### config.mk
export PLATFORM = sky130hd
export DESIGN_NAME = frfcfs_sched
export DESIGN_NICKNAME = d
export VERILOG_FILES = /design/src/rtl/sched_pkg.sv /design/src/rtl/sched_queue.sv /design/src/rtl/sched_hit.sv /design/src/rtl/sched_pick.sv /design/src/rtl/frfcfs_sched.sv
export SDC_FILE = /design/constraint.sdc
export NUM_CORES = 1
export LEC_CHECK = 0
export ABC_AREA = 1
export ABC_CLOCK_PERIOD_IN_PS = 5800
export BUFFER_PORTS_ARGS = -buffer_cell sky130_fd_sc_hd__buf_2
export CELL_PAD_IN_SITES_DETAIL_PLACEMENT = 1
export CELL_PAD_IN_SITES_GLOBAL_PLACEMENT = 2
export CORE_ASPECT_RATIO = 1.1
export CORE_MARGIN = 2
export CORE_UTILIZATION = 32
export CTS_BUF_LIST = sky130_fd_sc_hd__clkbuf_8 sky130_fd_sc_hd__clkbuf_16
export CTS_CLUSTER_SIZE = 16
export DETAILED_ROUTE_END_ITERATION = 10
export GPL_TIMING_DRIVEN = 0
export HOLD_SLACK_MARGIN = 0.03
export PLACE_DENSITY_LB_ADDON = 0.12
export SYNTH_ARGS = -nofsm -noshare
export SYNTH_HDL_FRONTEND = slang
export SYNTH_SLANG_ARGS = --single-unit
### constraint.sdc
create_clock -name clk -period 5.8 [get_ports clk]
set_clock_uncertainty 0.15 [all_clocks]
set_input_delay 0.29 -clock clk [delete_from_list [all_inputs] [get_ports clk]]
set_output_delay 0.29 -clock clk [all_outputs]
set_load 0.02 [all_outputs]
### src/rtl/sched_pkg.sv
package sched_pkg;
  typedef enum logic {
    PICK_FRFCFS = 1'b0,
    PICK_FCFS   = 1'b1
  } pick_mode_e;
endpackage

### src/rtl/sched_queue.sv
module sched_queue #(
  parameter int DEPTH  = 8,
  parameter int BANK_W = 2,
  parameter int ROW_W  = 8
) (
  input  logic                      clk,
  input  logic                      rst_n,
  input  logic                      enq_fire,
  input  logic [BANK_W-1:0]         enq_bank,
  input  logic [ROW_W-1:0]          enq_row,
  input  logic                      enq_write,
  input  logic [DEPTH-1:0]          deq_oh,
  output logic [DEPTH-1:0]          valid_o,
  output logic [DEPTH*BANK_W-1:0]   bank_o,
  output logic [DEPTH*ROW_W-1:0]    row_o,
  output logic [DEPTH-1:0]          wr_o,
  output logic [DEPTH*DEPTH-1:0]    older_o,
  output logic                      full_o
);
  logic [DEPTH-1:0]        valid_q, valid_d, free, enq_oh;
  logic [DEPTH*BANK_W-1:0] bank_q, bank_d;
  logic [DEPTH*ROW_W-1:0]  row_q, row_d;
  logic [DEPTH-1:0]        wr_q, wr_d;
  logic [DEPTH*DEPTH-1:0]  older_q, older_d;

  // slots free after this cycle's grant; lowest one takes the new request
  assign free   = ~(valid_q & ~deq_oh);
  assign enq_oh = enq_fire ? (free & (~free + 1'b1)) : '0;

  always_comb begin
    valid_d = (valid_q & ~deq_oh) | enq_oh;
    bank_d  = bank_q;
    row_d   = row_q;
    wr_d    = wr_q;
    older_d = older_q;
    for (int i = 0; i < DEPTH; i++) begin
      if (enq_oh[i]) begin
        bank_d[i*BANK_W +: BANK_W] = enq_bank;
        row_d[i*ROW_W +: ROW_W]    = enq_row;
        wr_d[i]                    = enq_write;
      end
      for (int j = 0; j < DEPTH; j++) begin
        // older_q[i*DEPTH+j]: slot i arrived before slot j
        if (enq_oh[i])
          older_d[i*DEPTH+j] = 1'b0;
        else if (enq_oh[j])
          older_d[i*DEPTH+j] = (i != j);
      end
    end
  end

  always_ff @(posedge clk or negedge rst_n) begin
    if (!rst_n) begin
      valid_q <= '0;
      bank_q  <= '0;
      row_q   <= '0;
      wr_q    <= '0;
      older_q <= '0;
    end else begin
      valid_q <= valid_d;
      bank_q  <= bank_d;
      row_q   <= row_d;
      wr_q    <= wr_d;
      older_q <= older_d;
    end
  end

  assign valid_o = valid_q;
  assign bank_o  = bank_q;
  assign row_o   = row_q;
  assign wr_o    = wr_q;
  assign older_o = older_q;
  assign full_o  = &valid_q;

  p_enq_stored_r2: assert property (@(posedge clk) disable iff (!rst_n)
    enq_fire |=> (($past(enq_oh) & ~valid_q) == '0));
  p_deq_clears_r7: assert property (@(posedge clk) disable iff (!rst_n)
    (|deq_oh) |=> ((valid_q & $past(deq_oh & ~enq_oh)) == '0));
  p_deq_from_valid_r3: assert property (@(posedge clk) disable iff (!rst_n)
    ((deq_oh & ~valid_q) == '0));
  p_no_overflow_r8: assert property (@(posedge clk) disable iff (!rst_n)
    enq_fire |-> (|(~valid_q | deq_oh)));
endmodule

### src/rtl/sched_hit.sv
module sched_hit #(
  parameter int DEPTH  = 8,
  parameter int BANK_W = 2,
  parameter int ROW_W  = 8,
  localparam int NUM_BANKS = 1 << BANK_W
) (
  input  logic [DEPTH-1:0]           valid,
  input  logic [DEPTH*BANK_W-1:0]    bank,
  input  logic [DEPTH*ROW_W-1:0]     row,
  input  logic [NUM_BANKS-1:0]       bank_ready,
  input  logic [NUM_BANKS-1:0]       bank_open,
  input  logic [NUM_BANKS*ROW_W-1:0] bank_open_row,
  output logic [DEPTH-1:0]           elig_o,
  output logic [DEPTH-1:0]           hit_o
);
  for (genvar i = 0; i < DEPTH; i++) begin : g_slot
    logic [BANK_W-1:0] b;
    assign b         = bank[i*BANK_W +: BANK_W];
    assign elig_o[i] = valid[i] & bank_ready[b];
    assign hit_o[i]  = bank_open[b] &
                       (bank_open_row[b*ROW_W +: ROW_W] == row[i*ROW_W +: ROW_W]);
  end
endmodule

### src/rtl/sched_pick.sv
module sched_pick #(
  parameter int DEPTH = 8,
  parameter sched_pkg::pick_mode_e MODE = sched_pkg::PICK_FRFCFS
) (
  input  logic                   clk,
  input  logic                   rst_n,
  input  logic [DEPTH-1:0]       elig,
  input  logic [DEPTH-1:0]       hit,
  input  logic [DEPTH*DEPTH-1:0] older,
  output logic [DEPTH-1:0]       grant_oh
);
  logic [DEPTH-1:0] cand;

  if (MODE == sched_pkg::PICK_FRFCFS) begin : g_frfcfs
    logic [DEPTH-1:0] elig_hit;
    assign elig_hit = elig & hit;
    assign cand     = (|elig_hit) ? elig_hit : elig;
    p_hit_first_r4: assert property (@(posedge clk) disable iff (!rst_n)
      ((|grant_oh) && ((grant_oh & hit) == '0)) |-> ((elig & hit) == '0));
  end else begin : g_fcfs
    assign cand = elig;
  end

  always_comb begin
    for (int i = 0; i < DEPTH; i++) begin
      logic beaten;
      beaten = 1'b0;
      for (int j = 0; j < DEPTH; j++)
        beaten = beaten | (cand[j] & older[j*DEPTH+i]);
      grant_oh[i] = cand[i] & ~beaten;
    end
  end

  p_one_grant_r7: assert property (@(posedge clk) disable iff (!rst_n)
    $onehot0(grant_oh));
  p_grant_eligible_r3: assert property (@(posedge clk) disable iff (!rst_n)
    ((grant_oh & ~elig) == '0));
  p_grant_when_any_r3: assert property (@(posedge clk) disable iff (!rst_n)
    (|elig) |-> (|grant_oh));
endmodule

### src/rtl/frfcfs_sched.sv
module frfcfs_sched #(
  parameter int DEPTH  = 8,
  parameter int BANK_W = 2,
  parameter int ROW_W  = 8,
  parameter sched_pkg::pick_mode_e MODE = sched_pkg::PICK_FRFCFS,
  localparam int NUM_BANKS = 1 << BANK_W
) (
  input  logic                       clk,
  input  logic                       rst_n,
  input  logic                       enq_valid,
  input  logic [BANK_W-1:0]          enq_bank,
  input  logic [ROW_W-1:0]           enq_row,
  input  logic                       enq_write,
  output logic                       enq_ready,
  input  logic [NUM_BANKS-1:0]       bank_ready,
  input  logic [NUM_BANKS-1:0]       bank_open,
  input  logic [NUM_BANKS*ROW_W-1:0] bank_open_row,
  output logic                       gnt_valid,
  output logic [BANK_W-1:0]          gnt_bank,
  output logic [ROW_W-1:0]           gnt_row,
  output logic                       gnt_write,
  output logic                       gnt_hit
);
  logic [DEPTH-1:0]        valid, wr, elig, hit, grant_oh;
  logic [DEPTH*BANK_W-1:0] bank;
  logic [DEPTH*ROW_W-1:0]  row;
  logic [DEPTH*DEPTH-1:0]  older;
  logic                    full, enq_fire;

  assign enq_ready = ~full | gnt_valid;
  assign enq_fire  = enq_valid & enq_ready;

  sched_queue #(.DEPTH(DEPTH), .BANK_W(BANK_W), .ROW_W(ROW_W)) u_queue (
    .clk(clk), .rst_n(rst_n), .enq_fire(enq_fire), .enq_bank(enq_bank),
    .enq_row(enq_row), .enq_write(enq_write), .deq_oh(grant_oh),
    .valid_o(valid), .bank_o(bank), .row_o(row), .wr_o(wr),
    .older_o(older), .full_o(full));

  sched_hit #(.DEPTH(DEPTH), .BANK_W(BANK_W), .ROW_W(ROW_W)) u_hit (
    .valid(valid), .bank(bank), .row(row), .bank_ready(bank_ready),
    .bank_open(bank_open), .bank_open_row(bank_open_row),
    .elig_o(elig), .hit_o(hit));

  sched_pick #(.DEPTH(DEPTH), .MODE(MODE)) u_pick (
    .clk(clk), .rst_n(rst_n), .elig(elig), .hit(hit), .older(older),
    .grant_oh(grant_oh));

  always_comb begin
    gnt_bank  = '0;
    gnt_row   = '0;
    gnt_write = 1'b0;
    gnt_hit   = 1'b0;
    for (int i = 0; i < DEPTH; i++) begin
      if (grant_oh[i]) begin
        gnt_bank  = gnt_bank | bank[i*BANK_W +: BANK_W];
        gnt_row   = gnt_row | row[i*ROW_W +: ROW_W];
        gnt_write = gnt_write | wr[i];
        gnt_hit   = gnt_hit | hit[i];
      end
    end
  end
  assign gnt_valid = |grant_oh;

  p_empty_idle_r1: assert property (@(posedge clk) disable iff (!rst_n)
    (valid == '0) |-> !gnt_valid);
  p_full_stall_r8: assert property (@(posedge clk) disable iff (!rst_n)
    (!enq_ready) |-> ((&valid) && (elig == '0)));
endmodule

==> qor.txt <==
Status: finished, final reports clean
DR iter-0 viols: 998
Routed WL per cell: 24.03 um
RSZ-0062 raised after global routing: false
Layout cells sized above 1: 10.81%
CP max FO: 10
Syn nets: 1838
Clk_lat worst skew: 450 ps
Antenna cell count: 0
CP Cell Sequence: buf_2, inv_2, buf_4, nand2_1, nand3_1, nand2_1, nand2_1, nand2_1, nor2_1, nand2_1, nor2_1, nand3_1, nand2_2, nor2_8, nand3b_1, nand3_1, nand2_1, nor2_1, nand2_1, clkbuf_1, o22ai_1, a211oi_1, nand3_1, buf_2
Placed cell area: 11840 um2
Final setup violation count: 0
Worst Setup Start Kind: flop
Synth Register Bits: 152
Worst Reg-to-Reg Cells: 26
Fin area: 12540 um2
Root Driver: clkbuf_16
Slowest cell on crit path: clkbuf_1
Worst hold path class: input port to flop
Worst Setup End Kind: primary output
Max-Slew Margin vs Limit: 30.76%
Register area share after synthesis: 34.29%
Max Cap Viol: 0
Core ar.: 34200 um2
Synth Instances: 1784
Via density: 5.362
Hold Path Origin: enq_row[3]
Total grt overflow: 0
Final net count: 1900
Most common cell after layout, fill and taps aside: nand2_1
IO Port Bufs: 33
Drc violations: 0
Leakage power: 6.646 nW
Slowest Stage Delay on Critical Path: 530 ps
Clock buffer count from CTS: 17
Top Ports: 68
Area grow syn2layout: 13.04%
Hold Path Sink: u_queue.row_o[59]
Worst path required time: 5360 ps
Setup TNS: 0 ps
Clk sinks: 152
DRT antenna net count: 0
Final Max Slew Viols: 0
Die width: 181.5 um
Rows: 71
CTS tree: yes
DRT Pass-1 Iters: 5
Worst vdd ir: 0.0002985 V
Drt total wl: 55210 um
Critical Path AT: 5060 ps
RePlAce Congestion: 0.9290
Pwr Density: 516.6 nW/um2
Final Hold Fails: 0
Syn_area_per_cell: 6.217 um2
Cells resized by post-CTS repair: 0
Die area: 36170 um2
Die Ht: 199.3 um
Reg-to-reg critical path startpoint: u_queue.bank_o[12]
Fmax: 181.7 MHz
End of the worst register-to-register path: u_queue.bank_o[3]
Initial antenna violation count: 1
Yosys Warn Count: 0
Largest net degree at the start of global routing: 90
Reg-to-reg slack, setup: 750 ps
Ranking of synthesized cells by area: dfrtp_1, nand2_1, nand3_1, inv_1, buf_2
Reg clk slew, reported paths: 70 ps
Min-Delay Path Depth: 3
Gr usage total: 31.26%
Period utilisation layout: 94.90%
Post-synth top area cell: dfrtp_1
Global-route wire length before repair: 81200 um
Placed wire-length estimate: 41180 um
Vias in the first global route: 12.30k
WS Path Type: flop to primary output
Worst slew pin tran: 1039 ps
Most Frequent Cell on Critical Path: nand2_1
Top cell type's share of synthesized area: 34.29%
Synth cell types: 39
Most frequent cells in the layout: nand2_1, nand3_1, inv_1
Min cycle time layout: 5504 ps
Clock buffer depth: 2
DR vias: 12.32k
Synth Cell Area: 11090 um2
Starting Density: 32.43%
H-tree Lvls: 4
## through the flow
step	hold slack [ps]	setup slack, ps	power (mW)	util (%)	std cells
finish	61.12	296.0	6.477	36.66	2297
floorplan	-155.6	2430	3.968	-	1784
global placement	308.6	454.9	5.143	34.52	2255
detailed placement	144.8	433.8	5.230	34.63	2256
global route	64.15	44.51	6.946	36.66	2297
CTS	45.55	285.0	6.453	36.66	2297
## report_power, final
group / internal (mW) / total (mW) / switching [mW] / leakage (nW)
combinational: 1.09 / 3.58 / 2.50 / 4.52
sequential: 1.39 / 1.69 / 0.298 / 1.83
clock: 0.675 / 1.20 / 0.527 / 0.298
## cells by family after synthesis
| logic type | after synthesis | share of synthesized area [%] |
|---|---|---|
| buffers and inverters | 291 | 11.80 |
| xor gates and xnor gates | 10 | 0.7897 |
| DFF | 152 | 34.29 |
| and+or+nand+nor | 1124 | 42.85 |
| AOI/OAI and AO/OA | 207 | 10.27 |
## cell usage after synthesis
cell,number
dfrtp_1,152
o211ai_1,19
xnor2_1,1
a221oi_1,3
nand3_1,252
clkbuf_1,14
or2_0,1
nand3b_1,10
nand4_1,13
nand2_4,2
o21ai_1,53
clkinv_1,1
o22ai_1,24
a21oi_1,60
nand2_1,730
nor2_8,1
a211oi_1,1
inv_2,12
buf_2,67
buf_4,18
or2_1,1
nor2_2,5
nor4_1,3
and2_1,2
o21ai_0,44
inv_4,5
inv_1,165
o21ai_2,1
nand3_2,4
nor2_4,3
o41ai_1,2
nand3_4,1
buf_6,7
buf_1,2
and2_0,1
nand2_2,9
nor2_1,85
xor2_1,9
nor3_1,1
## critical path: cells and delay by family (launching register included)
| kind | cells | cell delay [ps] |
|---|---|---|
| compound gates | 2 | 680 |
| buf+inv | 5 | 1290 |
| flops | 1 | 390 |
| simple gates | 17 | 2240 |
## sequential cells by signal, indices dropped and copies added, names as in the netlist
| register | flops |
|---|---|
| u_queue.older_o | 56 |
| u_queue.bank_o | 16 |
| u_queue.valid_o | 8 |
| u_queue.wr_o | 8 |
| u_queue.row_o | 64 |
## worst max-delay path by stage
stage | end | slack (ps) | from | cells past startpoint
after floorplan | gnt_row[2] | 2430 | u_queue.bank_o[8] | 23
after global placement | gnt_row[2] | 450 | bank_open_row[14] | 22
after detailed placement | gnt_row[2] | 430 | bank_open_row[22] | 22
after CTS | gnt_row[2] | 290 | u_queue.bank_o[10] | 23
after global routing | gnt_row[2] | 40 | u_queue.bank_o[12] | 24
final | gnt_row[2] | 300 | u_queue.bank_o[12] | 24
## cell type report
| class | count | area, um2 |
|---|---|---|
| Fill cell | 4513 | 21660 |
| Multi-Input combinational cell | 1341 | 5979 |
| Sequential cell | 152 | 3804 |
| Inverter | 183 | 699.4 |
| Buffer | 108 | 609.3 |
| Tap cell | 438 | 548.0 |
| Clock buffer | 20 | 466.7 |
| Timing Repair Buffer | 43 | 292.8 |
| Clock inverter | 12 | 138.9 |
## metal layers
| metal | track usage, % | vias up | part of all wire, % |
|---|---|---|---|
| met5 | 0 | - | 0.018 |
| met4 | 10.63 | 2 | 3.3 |
| met3 | 4.228 | 79 | 5.3 |
| met2 | 52.56 | 378 | 46 |
| met1 | 41.48 | 6051 | 45 |
| li1 | - | 5807 | - |
## timing repair
| action | 4_1_cts | 5_1_grt |
|---|---|---|
| endpoints found under the hold margin | 81 | 0 |
| setup buffers | 0 | 0 |
| hold buffers | 9 | 0 |
Note: power is estimated with default switching activity, not from simulation.
